--- src/rtl/sp_pkg.sv ---
`timescale 1ns/1ps
package sp_pkg;
    typedef enum logic [1:0] {T_IDLE, T_START, T_DATA, T_STOP} tx_state_t;
    typedef enum logic [1:0] {R_IDLE, R_START, R_DATA, R_STOP} rx_state_t;

    localparam int DIV_W       = 16;
    localparam int FRAC_W      = 4;
    localparam int OS_W        = 4;
    localparam logic [OS_W-1:0] OS_LAST = 4'd15;
    localparam logic [OS_W-1:0] OS_MID  = 4'd7;
    localparam int FRAME_TICKS = 10 * 16;

    localparam logic [3:0] IID_NONE = 4'h1;
    localparam logic [3:0] IID_LINE = 4'h6;
    localparam logic [3:0] IID_RDA  = 4'h4;
    localparam logic [3:0] IID_CTO  = 4'hC;
    localparam logic [3:0] IID_THR  = 4'h2;

    function automatic logic [4:0] trig_level(input logic [1:0] code);
        logic [4:0] lvl;
        unique case (code)
            2'b00: lvl = 5'd1;
            2'b01: lvl = 5'd4;
            2'b10: lvl = 5'd8;
            2'b11: lvl = 5'd14;
        endcase
        return lvl;
    endfunction
endpackage

--- src/rtl/sp_fifo.sv ---
`timescale 1ns/1ps
module sp_fifo #(
    parameter int WIDTH = 8,
    parameter int DEPTH = 16
) (
    input  logic                       clk,
    input  logic                       rst_n,
    input  logic                       clr,
    input  logic                       push,
    input  logic [WIDTH-1:0]           din,
    input  logic                       pop,
    output logic [WIDTH-1:0]           dout,
    output logic [$clog2(DEPTH+1)-1:0] count
);
    localparam int AW = $clog2(DEPTH);
    localparam int CW = $clog2(DEPTH+1);

    logic [WIDTH-1:0] mem [DEPTH];
    logic [AW-1:0]    wptr, rptr;
    logic             do_push, do_pop;

    assign do_push = push && (count != CW'(DEPTH));
    assign do_pop  = pop && (count != '0);
    assign dout    = mem[rptr];

    always_ff @(posedge clk) begin
        if (do_push) mem[wptr] <= din;
    end

    always_ff @(posedge clk or negedge rst_n) begin
        if (!rst_n) begin
            wptr  <= '0;
            rptr  <= '0;
            count <= '0;
        end else if (clr) begin
            wptr  <= '0;
            rptr  <= '0;
            count <= '0;
        end else begin
            if (do_push) wptr <= (wptr == AW'(DEPTH-1)) ? '0 : wptr + 1'b1;
            if (do_pop)  rptr <= (rptr == AW'(DEPTH-1)) ? '0 : rptr + 1'b1;
            count <= count + CW'(do_push) - CW'(do_pop);
        end
    end

    // a write into a full queue leaves it full and unchanged in size
    p_full_hold_r1: assert property (@(posedge clk) disable iff (!rst_n)
        push && !pop && !clr && count == CW'(DEPTH) |=> count == CW'(DEPTH));
endmodule

--- src/rtl/sp_baud.sv ---
`timescale 1ns/1ps
module sp_baud import sp_pkg::*; (
    input  logic              clk,
    input  logic              rst_n,
    input  logic [DIV_W-1:0]  div,
    input  logic [FRAC_W-1:0] frac_mod,
    input  logic [FRAC_W-1:0] frac_add,
    output logic              tick
);
    logic [DIV_W:0]    cnt, period;
    logic [DIV_W-1:0]  div_eff;
    logic [FRAC_W-1:0] mod_eff, acc;
    logic [FRAC_W:0]   sum;
    logic              stretch;

    always_comb begin
        div_eff = (div == '0) ? DIV_W'(1) : div;
        mod_eff = (frac_mod == '0) ? FRAC_W'(1) : frac_mod;
        period  = {1'b0, div_eff} + (DIV_W+1)'(stretch);
        tick    = (cnt >= period - 1'b1);
        sum     = {1'b0, acc} + {1'b0, frac_add};
    end

    always_ff @(posedge clk or negedge rst_n) begin
        if (!rst_n) begin
            cnt     <= '0;
            acc     <= '0;
            stretch <= 1'b0;
        end else if (tick) begin
            cnt <= '0;
            if (sum >= {1'b0, mod_eff}) begin
                stretch <= 1'b1;
                acc     <= FRAC_W'(sum - {1'b0, mod_eff});
            end else begin
                stretch <= 1'b0;
                acc     <= sum[FRAC_W-1:0];
            end
        end else begin
            cnt <= cnt + 1'b1;
        end
    end

    // with a divisor above one, ticks never come on consecutive clocks
    p_tick_gap_r4: assert property (@(posedge clk) disable iff (!rst_n)
        tick && div_eff > DIV_W'(1) |=> !tick || div_eff == DIV_W'(1));
endmodule

--- src/rtl/sp_tx.sv ---
`timescale 1ns/1ps
module sp_tx import sp_pkg::*; (
    input  logic       clk,
    input  logic       rst_n,
    input  logic       tick,
    input  logic       q_empty,
    input  logic [7:0] q_data,
    input  logic       auto_cts,
    input  logic       cts_n,
    output logic       pop,
    output logic       txd,
    output logic       busy
);
    tx_state_t       state, nxt;
    logic [OS_W-1:0] os;
    logic [2:0]      bitn;
    logic [7:0]      shreg;
    logic [1:0]      cts_sync;
    logic            cts_s, go, bit_end;

    assign cts_s   = cts_sync[1];
    assign go      = tick && !q_empty && !(auto_cts && cts_s);
    assign bit_end = tick && (os == OS_LAST);

    always_comb begin
        nxt = state;
        unique case (state)
            T_IDLE:  if (go) nxt = T_START;
            T_START: if (bit_end) nxt = T_DATA;
            T_DATA:  if (bit_end && bitn == 3'd7) nxt = T_STOP;
            T_STOP:  if (bit_end) nxt = T_IDLE;
        endcase
    end

    always_ff @(posedge clk or negedge rst_n) begin
        if (!rst_n) begin
            state    <= T_IDLE;
            os       <= '0;
            bitn     <= '0;
            shreg    <= '0;
            cts_sync <= 2'b11;
        end else begin
            state    <= nxt;
            cts_sync <= {cts_sync[0], cts_n};
            if (state == T_IDLE || state != nxt) os <= '0;
            else if (tick) os <= os + 1'b1;
            if (state == T_IDLE && go) begin
                shreg <= q_data;
                bitn  <= '0;
            end else if (state == T_DATA && bit_end) begin
                shreg <= {1'b0, shreg[7:1]};
                bitn  <= bitn + 1'b1;
            end
        end
    end

    always_comb begin
        pop  = 1'b0;
        txd  = 1'b1;
        busy = 1'b1;
        unique case (state)
            T_IDLE:  begin pop = go; busy = 1'b0; end
            T_START: txd = 1'b0;
            T_DATA:  txd = shreg[0];
            T_STOP:  txd = 1'b1;
        endcase
    end

    // a blocked clear-to-send holds the transmitter idle
    p_cts_hold_r5: assert property (@(posedge clk) disable iff (!rst_n)
        state == T_IDLE && auto_cts && cts_s |=> state == T_IDLE);
    // the stop bit is only ever followed by idle
    p_stop_exit_r8: assert property (@(posedge clk) disable iff (!rst_n)
        state == T_STOP |=> state == T_STOP || state == T_IDLE);
endmodule

--- src/rtl/sp_rx.sv ---
`timescale 1ns/1ps
module sp_rx import sp_pkg::*; (
    input  logic       clk,
    input  logic       rst_n,
    input  logic       tick,
    input  logic       rxd,
    output logic       push,
    output logic [7:0] data,
    output logic       ferr
);
    rx_state_t       state, nxt;
    logic [OS_W-1:0] os;
    logic [2:0]      bitn;
    logic [7:0]      shreg;
    logic [1:0]      rx_sync;
    logic            rx_s;

    assign rx_s = rx_sync[1];

    always_comb begin
        nxt = state;
        unique case (state)
            R_IDLE:  if (tick && !rx_s) nxt = R_START;
            R_START: if (tick && os == OS_MID) nxt = rx_s ? R_IDLE : R_DATA;
            R_DATA:  if (tick && os == OS_LAST && bitn == 3'd7) nxt = R_STOP;
            R_STOP:  if (tick && os == OS_LAST) nxt = R_IDLE;
        endcase
    end

    always_ff @(posedge clk or negedge rst_n) begin
        if (!rst_n) begin
            state   <= R_IDLE;
            os      <= '0;
            bitn    <= '0;
            shreg   <= '0;
            rx_sync <= 2'b11;
        end else begin
            state   <= nxt;
            rx_sync <= {rx_sync[0], rxd};
            if (state == R_IDLE || state != nxt) os <= '0;
            else if (tick) os <= os + 1'b1;
            if (state == R_START) bitn <= '0;
            else if (state == R_DATA && tick && os == OS_LAST) begin
                shreg <= {rx_s, shreg[7:1]};
                bitn  <= bitn + 1'b1;
            end
        end
    end

    always_comb begin
        push = 1'b0;
        data = shreg;
        ferr = 1'b0;
        unique case (state)
            R_IDLE, R_START, R_DATA: ;
            R_STOP: begin
                push = tick && (os == OS_LAST);
                ferr = !rx_s;
            end
        endcase
    end

    // data sampling only begins after the line was seen low at mid start bit
    p_start_confirm_r7: assert property (@(posedge clk) disable iff (!rst_n)
        $rose(state == R_DATA) |-> $past(!rx_s));
endmodule

--- src/rtl/serial_port.sv ---
`timescale 1ns/1ps
module serial_port import sp_pkg::*; #(
    parameter int FIFO_DEPTH = 16,
    parameter int TO_CHARS   = 4
) (
    input  logic       clk,
    input  logic       rst_n,
    input  logic [2:0] addr,
    input  logic       wr_en,
    input  logic       rd_en,
    input  logic [7:0] wdata,
    output logic [7:0] rdata,
    input  logic       rxd,
    output logic       txd,
    input  logic       cts_n,
    output logic       rts_n,
    output logic       irq
);
    localparam int CW       = $clog2(FIFO_DEPTH+1);
    localparam int TO_TICKS = TO_CHARS * FRAME_TICKS;
    localparam int TO_W     = $clog2(TO_TICKS+1);

    logic [2:0]        ier, flow;
    logic              dlab, oe, fe;
    logic [DIV_W-1:0]  div;
    logic [FRAC_W-1:0] frac_mod, frac_add;
    logic [1:0]        trig;
    logic [TO_W-1:0]   to_cnt;
    logic [3:0]        iid;
    logic [7:0]        lsr;

    logic          tick;
    logic          tx_push, tx_pop, tx_clr, tx_busy, tx_empty;
    logic [7:0]    tx_dout;
    logic [CW-1:0] tx_count;
    logic          rx_push, rx_pop, rx_clr, rx_ferr, rx_full, rx_empty, lsr_rd;
    logic          at_trig, to_hit;
    logic [7:0]    rx_data, rx_dout;
    logic [CW-1:0] rx_count;

    assign tx_push  = wr_en && addr == 3'd0 && !dlab;
    assign rx_pop   = rd_en && addr == 3'd0 && !dlab;
    assign lsr_rd   = rd_en && addr == 3'd5;
    assign tx_clr   = wr_en && addr == 3'd2 && wdata[2];
    assign rx_clr   = wr_en && addr == 3'd2 && wdata[1];
    assign tx_empty = tx_count == '0;
    assign rx_empty = rx_count == '0;
    assign rx_full  = rx_count == CW'(FIFO_DEPTH);
    assign at_trig  = rx_count >= CW'(trig_level(trig));
    assign to_hit   = to_cnt == TO_W'(TO_TICKS);

    sp_baud u_baud (.clk, .rst_n, .div, .frac_mod, .frac_add, .tick);

    sp_fifo #(.WIDTH(8), .DEPTH(FIFO_DEPTH)) u_txq (
        .clk, .rst_n, .clr(tx_clr), .push(tx_push), .din(wdata),
        .pop(tx_pop), .dout(tx_dout), .count(tx_count));

    sp_fifo #(.WIDTH(8), .DEPTH(FIFO_DEPTH)) u_rxq (
        .clk, .rst_n, .clr(rx_clr), .push(rx_push), .din(rx_data),
        .pop(rx_pop), .dout(rx_dout), .count(rx_count));

    sp_tx u_tx (.clk, .rst_n, .tick, .q_empty(tx_empty), .q_data(tx_dout),
        .auto_cts(flow[1]), .cts_n, .pop(tx_pop), .txd, .busy(tx_busy));

    sp_rx u_rx (.clk, .rst_n, .tick, .rxd, .push(rx_push), .data(rx_data),
        .ferr(rx_ferr));

    always_ff @(posedge clk or negedge rst_n) begin
        if (!rst_n) begin
            ier      <= '0;
            flow     <= '0;
            dlab     <= 1'b0;
            div      <= DIV_W'(1);
            frac_mod <= FRAC_W'(1);
            frac_add <= '0;
            trig     <= '0;
            oe       <= 1'b0;
            fe       <= 1'b0;
            to_cnt   <= '0;
        end else begin
            if (wr_en) begin
                case (addr)
                    3'd0: if (dlab) div[7:0] <= wdata;
                    3'd1: if (dlab) div[15:8] <= wdata; else ier <= wdata[2:0];
                    3'd2: trig <= wdata[7:6];
                    3'd3: dlab <= wdata[7];
                    3'd4: flow <= wdata[2:0];
                    3'd6: begin
                        frac_mod <= wdata[7:4];
                        frac_add <= wdata[3:0];
                    end
                    default: ;
                endcase
            end
            if (rx_push && rx_full) oe <= 1'b1;
            else if (lsr_rd) oe <= 1'b0;
            if (rx_push && rx_ferr && !rx_full) fe <= 1'b1;
            else if (lsr_rd) fe <= 1'b0;
            if (rx_empty || rx_push || rx_pop || rx_clr) to_cnt <= '0;
            else if (tick && !to_hit) to_cnt <= to_cnt + 1'b1;
        end
    end

    always_comb begin
        lsr = {1'b0, tx_empty && !tx_busy, tx_empty, 1'b0, fe, 1'b0, oe, !rx_empty};
        if (ier[2] && (oe || fe))   iid = IID_LINE;
        else if (ier[0] && at_trig) iid = IID_RDA;
        else if (ier[0] && to_hit)  iid = IID_CTO;
        else if (ier[1] && tx_empty) iid = IID_THR;
        else                        iid = IID_NONE;
        irq   = !iid[0];
        rts_n = flow[0] ? at_trig : !flow[2];
        case (addr)
            3'd0:    rdata = dlab ? div[7:0] : rx_dout;
            3'd1:    rdata = dlab ? div[15:8] : {5'b0, ier};
            3'd2:    rdata = {4'b0, iid};
            3'd3:    rdata = {dlab, 7'b0000011};
            3'd4:    rdata = {5'b0, flow};
            3'd5:    rdata = lsr;
            3'd6:    rdata = {frac_mod, frac_add};
            default: rdata = 8'h00;
        endcase
    end

    // a byte arriving at a full receive queue raises overrun
    p_overrun_flag_r1: assert property (@(posedge clk) disable iff (!rst_n)
        rx_push && rx_full |=> lsr[1]);
    // a stored byte with a low stop bit raises the framing flag
    p_frame_flag_r9: assert property (@(posedge clk) disable iff (!rst_n)
        rx_push && rx_ferr && !rx_full |=> lsr[3]);
endmodule

--- config.mk ---
export PLATFORM = sky130hd
export DESIGN_NAME = serial_port
export DESIGN_NICKNAME = d
export VERILOG_FILES = /design/src/rtl/sp_pkg.sv /design/src/rtl/sp_fifo.sv /design/src/rtl/sp_baud.sv /design/src/rtl/sp_tx.sv /design/src/rtl/sp_rx.sv /design/src/rtl/serial_port.sv
export SDC_FILE = /design/constraint.sdc
export NUM_CORES = 1
export LEC_CHECK = 0
export BUFFER_PORTS_ARGS = -buffer_cell sky130_fd_sc_hd__buf_2
export CELL_PAD_IN_SITES_DETAIL_PLACEMENT = 1
export CELL_PAD_IN_SITES_GLOBAL_PLACEMENT = 2
export CORE_ASPECT_RATIO = 1.75
export CORE_MARGIN = 10
export CORE_UTILIZATION = 50
export CTS_CLUSTER_DIAMETER = 80
export DETAILED_ROUTE_END_ITERATION = 12
export PLACE_DENSITY_LB_ADDON = 0.1
export REMOVE_ABC_BUFFERS = 1
export SLEW_MARGIN = 20
export SYNTH_ARGS = -nofsm -noshare
export SYNTH_HDL_FRONTEND = slang
export SYNTH_SLANG_ARGS = --single-unit
--- constraint.sdc ---
create_clock -name clk -period 16.1 [get_ports clk]
set_input_delay 3.22 -clock clk [delete_from_list [all_inputs] [get_ports clk]]
set_output_delay 3.22 -clock clk [all_outputs]
set_load 0.02 [all_outputs]
# Yosys cells after proc, flatten, opt, wreduce, memory -nomap -nowiden
# Memory sizes are Yosys's and may differ from the RTL's.
# Index checks and enable logic that the tools add are counted.
# op_classes
n_reduce_logical	78
n_lt_le_gt_ge	3
mux	62
addsub	18
bitwise	2
eq_ne	30
div	0
n_mul	0
n_shift	0
# ops
op	n
$mux W4	21
$pmux W8 S7	1
$logic_and A1 B1 Y1	34
$mux W8	4
$add A4 B1 Y4 const B	6
$eq A4 B4 Y1 const B	6
$reduce_bool A2 Y1	11
$mux W10	2
$mux W2	10
$pmux W5 S4	1
$add A16 B1 Y17	1
$add A17 B1 Y17 const B	1
$ge A17 B17 Y1	1
$mux W17	1
$sub A17 B1 Y17 const B	1
$logic_not A16 Y1	1
$mux W16	1
$pmux W2 S4	2
$eq A3 B3 Y1 const B	5
$eq A2 B2 Y1 const B	6
$mux W1	12
$mux W3	4
$add A10 B1 Y10 const B	1
$add A5 B1 Y5	2
26 further kinds	58
# totals
rom_bits	0
n_memories	2
out_inout_bits	11
latchBits	0
word_cells	225
register_bits	131
in_bits	17
ram_bits	256
# memory_table
name	words	width	rd	rd_ports_with_merged_regs	write_ports	line_no	text
u_rxq.mem	16	8	1	0	1	sp_fifo.sv:18	logic [WIDTH-1:0] mem [DEPTH];
u_txq.mem	16	8	1	0	1	sp_fifo.sv:18	

# Depth between registers and ports, before layout
# logic_depth
depth_word	12
depth_mapped	28
ltp_nobuf	27

# By module
# From an unflattened synthesis, not the netlist that was laid out.
# unflattened
hier_cells	1270
hier_area_um2	18320.1
# modules_own_cells
module	cells_per_inst	area_each_um2	seq_area_each_um2	instances
sp_fifo	332	5935.7	4169.0	2
serial_port	232	2568.7	1128.6	1
sp_baud	209	1984.4	550.5	1
sp_tx	92	973.4	478.0	1
sp_rx	73	922.1	478.0	1

# Least setup slack after synthesis
# OpenSTA, ideal clock, no wires.
# synth_path
path_type	input to output
startpoint	input port addr[1]
endpoint	output port rdata[3]
arrival_ns	4.653
required_time_ns	12.880
path_buffers	2
cell_stages	4
path_slack_ns	8.227
path_cell_list	buf_4 > clkbuf_1 > nand4_1 > o311ai_0
# synth_via
elab_chain_len	2
elab_cells_between_ends	8
classes_between	eq/ne (6); mux (1); reduce/logical (1)
# synth_lines
item	line_no	text
start: declaration	serial_port.sv:8	input logic [2:0] addr,
$eq A3 B3 Y1, or another cell as far along	serial_port.sv:113	case (addr)
$pmux W8 S7 (*)	serial_port.sv:113	
end: declaration	serial_port.sv:12	output logic [7:0] rdata,
# Every way passes the cells marked *; elsewhere a longest branch is shown, timed or not.

# Final worst setup path
# layout_path
startpoint	input port addr[1]
endpoint	output port rdata[1]
# Same word-level chain as after synthesis.

==> results.yml <==
route:
  detail_route.vias_per_cell: 5.88
  drt_first_iter_violations: 546
  via_count: 10100
  drt-wirelength-per-cell_um: 25.8
  detailedRoute.firstPassIterationCount: 7
  drc: 0
  finalWirelength_mm: 44.1
  postRouteAntennaNets: 0
clock_network:
  postCtsResizedCells: 0
  cts_tree: "done"
  clock_tree.buffer_depth: 3
  postCtsHoldBufs: 0
  cts_root_buffer: "sky130_fd_sc_hd__clkbuf_16"
  cts.reportedPaths.clkPinSlew_ns: 0.06
  latest_clock_arrival_within_the_worst_skew_pair_ns: 0.54
  tritoncts_num_sinks: 387
  cts_inserted_buffers: 37
  number_of_buffers_inserted_to_repair_setup_after_cts: 0
  cts-htree-levels: 2
worst_setup_path:
  worstPathArrival_ns: 4.81
  end_kind: "output pin"
  critPathKind: "input port to output pin"
  cp_cell_sequence: "buf_2 -> inv_1 -> and3_1 -> a221o_1 -> a221o_1 -> buf_2"
  worst_setup_path_start_kind: "input port"
  critPathMaxStageDelay_ns: 0.39
  cp_max_fo: 17
  critical-path-slowest-cell: "sky130_fd_sc_hd__a221o_1"
  timing.critical_path.required_ns: 12.88
die:
  io-pin-count: 28
  dieHeight_um: 269
  initial_core_util_pct: 50.4
  die_x_um: 162
  die_outline_area_um2: 43700
  coreArea_um2: 35200
  row_count: 91
synthesis:
  avgSynthCellArea_um2: 14.8
  ys_seq_area_share_pct: 61.9
  synth_edf_count: 256
  synth_seq_cells: 387
  synthesis.instances: 1195
  synthDominantCellAreaShare_pct: 43.4
  synth.lib_cells_used.distinct: 75
  synth.cell_area_um2: 17700
  synth.largest_area_cell: "sky130_fd_sc_hd__edfxtp_1"
  yosys-top-cells-area: "sky130_fd_sc_hd__edfxtp_1 43%, sky130_fd_sc_hd__dfrtp_1 18%, sky130_fd_sc_hd__mux4_2 9.0%"
  ys.flop_type: "sky130_fd_sc_hd__edfxtp_1"
  yosys_warnings: 0
  async_flop_share_pct: 33.9
timing:
  period_share_pct: 49.9
  max_slew_margin_pct: 26.5
  worst-slew-pin-transition_ns: 1.09
  finalMaxSlewViolations: 0
  final_period_minus_worst_setup_slack_ns: 8.03
  finalSetupViolations: 0
  hold_violation_total_from_the_final_report: 0
  finClkSkew_ns: 0.0282
  tns_ns: 0
  fmaxAchievable_mhz: 125
  grt_setup_unrepaired: "false"
final_layout:
  final.fill_count: 3256
  final_cell_mix: "256 x sky130_fd_sc_hd__edfxtp_1, 123 x sky130_fd_sc_hd__dfrtp_1, 77 x sky130_fd_sc_hd__nor2_1"
  count_of_nets_after_finishing: 1306
  postLayoutCellArea_um2: 19500
  layout.cells.most_common: "sky130_fd_sc_hd__edfxtp_1"
  syn_to_final_growth_pct: 9.99
  layout-drive-gt1-share_pct: 18.6
  final_util_pct: 55.4
power_and_ir_drop:
  p_seq_share_pct: 44.9
  power_frac_comb_pct: 23.4
  powerDensity_nw_per_um2: 142
  vdd_ir_drop_max_uv: 109
  intPower_w: 0.00194
  clk_network_pwr_share_pct: 31.8
  swShare_pct: 29.8
  p_switching_w: 0.000822
  power_w: 0.00276
  power.static_leakage_nw: 7.10
placement:
  post_dp_cell_area_um2: 18300
  numPortBuffers: 27
  place_congestion: 0.902
  place.detailed.hpwl_mm: 32.2
global_route:
  number_of_global_route_vias_before_repair: 11100
  grt_max_degree: 68
  track_usage_pct: 20.4
  globalRouteMet2Util_pct: 41.5
  met1_usage_grt_pct: 19.1
  gr-total-overflow: 0
  grt_first_pass_wirelength_mm: 67.5
  grt_antenna_before_repair: 2
  grt_most_used_layer: "met2"
  global_route.usage.met3_pct: 2.21
outcome:
  status: "complete, no violations"
hold_path:
  min_path_type: "flop to flop"
job:
  max_cap_viol_count: 0
==> path summary, 6_finish.rpt <==
kind | from | endpoint | slack, ns | cells past startpoint
min in group asynchronous | rst_n | u_tx.state[1] | 2.69 | 1
max in group asynchronous | rst_n | u_rxq.rptr[0] | 11.98 | 2
setup reg to reg | div[9] | u_txq.count[4] | 9.53 | 27
hold / removal | u_rx.rx_sync[0] | u_rx.rx_sync[1] | 0.36 | 0
setup / recovery | addr[1] | rdata[1] | 8.07 | 6
hold reg to reg | u_rx.rx_sync[0] | u_rx.rx_sync[1] | 0.36 | 0
==> registers in the layout (all words and copies together), names as in the netlist, 4 cells and up <==
signal	flops
u_baud.acc	4
u_txq.rptr	4
frac_mod	4
u_rx.os	4
u_baud.cnt	17
u_rxq.mem	128
to_cnt	10
u_tx.os	4
u_tx.shreg	8
frac_add	4
u_rxq.wptr	4
u_rx.data	8
div	16
u_txq.wptr	4
u_rxq.count	5
u_rxq.rptr	4
u_txq.count	5
u_txq.mem	128
==> cell type report <==
type / instances / area, µm² / share of cell area [%]
clock buffers: 47 / 983 / 5.04
diodes: 1 / 2.50 / 0.0128
inverters: 49 / 184 / 0.943
flip-flops and latches: 387 / 11000 / 56.3
repair buffers: 38 / 224 / 1.15
clock inverters: 17 / 214 / 1.10
multi-input cells: 710 / 6340 / 32.5
well taps: 465 / 582 / 2.98
==> kinds of logic (layout without fill, tap and decap cells) <==
kind of cell	count (synthesis)	count (layout)	share of synthesized area, %
mux	140	140	14.0
other cells	0	1	0
flops	387	387	61.9
xor+xnor	44	44	2.17
compound gates	158	158	5.79
buf+inv	98	151	2.49
fa+ha+maj	66	66	4.83
simple gates	302	302	8.79
==> power by group through the flow <==
stage	combinational (W)	clock [W]	sequential [W]
2_1_floorplan	0.000450	0	0.00125
3_3_place_gp	0.000632	0	0.00126
3_5_place_dp	0.000655	0	0.00126
4_1_cts	0.000658	0.000896	0.00124
5_1_grt	0.000723	0.000931	0.00125
6_report	0.000645	0.000877	0.00124
==> Yosys cell counts (5+ instances only) <==
| cell type | n |
|---|---|
| sky130_fd_sc_hd__or4_1 | 6 |
| sky130_fd_sc_hd__edfxtp_1 | 256 |
| sky130_fd_sc_hd__nor2b_1 | 9 |
| sky130_fd_sc_hd__dfstp_2 | 6 |
| sky130_fd_sc_hd__xor2_1 | 21 |
| sky130_fd_sc_hd__nor3_1 | 14 |
| sky130_fd_sc_hd__or3_1 | 7 |
| sky130_fd_sc_hd__mux2_2 | 39 |
| sky130_fd_sc_hd__o22ai_1 | 5 |
| sky130_fd_sc_hd__dfrtp_1 | 125 |
| sky130_fd_sc_hd__buf_2 | 16 |
| sky130_fd_sc_hd__a31oi_1 | 6 |
| sky130_fd_sc_hd__nor2_1 | 78 |
| sky130_fd_sc_hd__a2bb2oi_1 | 6 |
| sky130_fd_sc_hd__a21o_1 | 5 |
| sky130_fd_sc_hd__a211oi_1 | 5 |
| sky130_fd_sc_hd__nand2_1 | 67 |
| sky130_fd_sc_hd__mux4_1 | 9 |
| sky130_fd_sc_hd__nand3_1 | 33 |
| sky130_fd_sc_hd__xnor2_1 | 23 |
| sky130_fd_sc_hd__o21ai_0 | 40 |
| sky130_fd_sc_hd__clkbuf_1 | 22 |
| sky130_fd_sc_hd__and2_1 | 24 |
| sky130_fd_sc_hd__nand4_1 | 13 |
| sky130_fd_sc_hd__nand2b_1 | 10 |
| sky130_fd_sc_hd__mux4_2 | 71 |
| sky130_fd_sc_hd__a21oi_1 | 46 |
| sky130_fd_sc_hd__mux2i_1 | 19 |
| sky130_fd_sc_hd__and3_1 | 8 |
| sky130_fd_sc_hd__inv_1 | 47 |
| sky130_fd_sc_hd__nor4_1 | 5 |
| sky130_fd_sc_hd__ha_1 | 62 |
| sky130_fd_sc_hd__o31ai_1 | 9 |
==> per-layer routing <==
layer | vias up | share of wire [%]
met5 | - | 0
met1 | 5262 | 33
li1 | 4604 | -
met2 | 131 | 60
met4 | 0 | 4.8
met3 | 83 | 1.8
==> worst max-delay path: cells and delay by family <==
kind                   cells  cell delay, ns
AO/OA/AOI/OAI              2            0.67
AND/OR/NAND/NOR            1            0.29
buffers and inverters      3            0.62
==> metrics by stage <==
stage,worst slack (ns),cells,hold WS (ns)
2_1_floorplan,8.55,1146,0.345
3_3_place_gp,8.11,1649,0.349
3_5_place_dp,8.08,1649,0.347
4_1_cts,8.08,1713,0.356
5_1_grt,7.98,1714,0.361
6_report,8.07,1714,0.356
(Power assumes the default switching activity.)
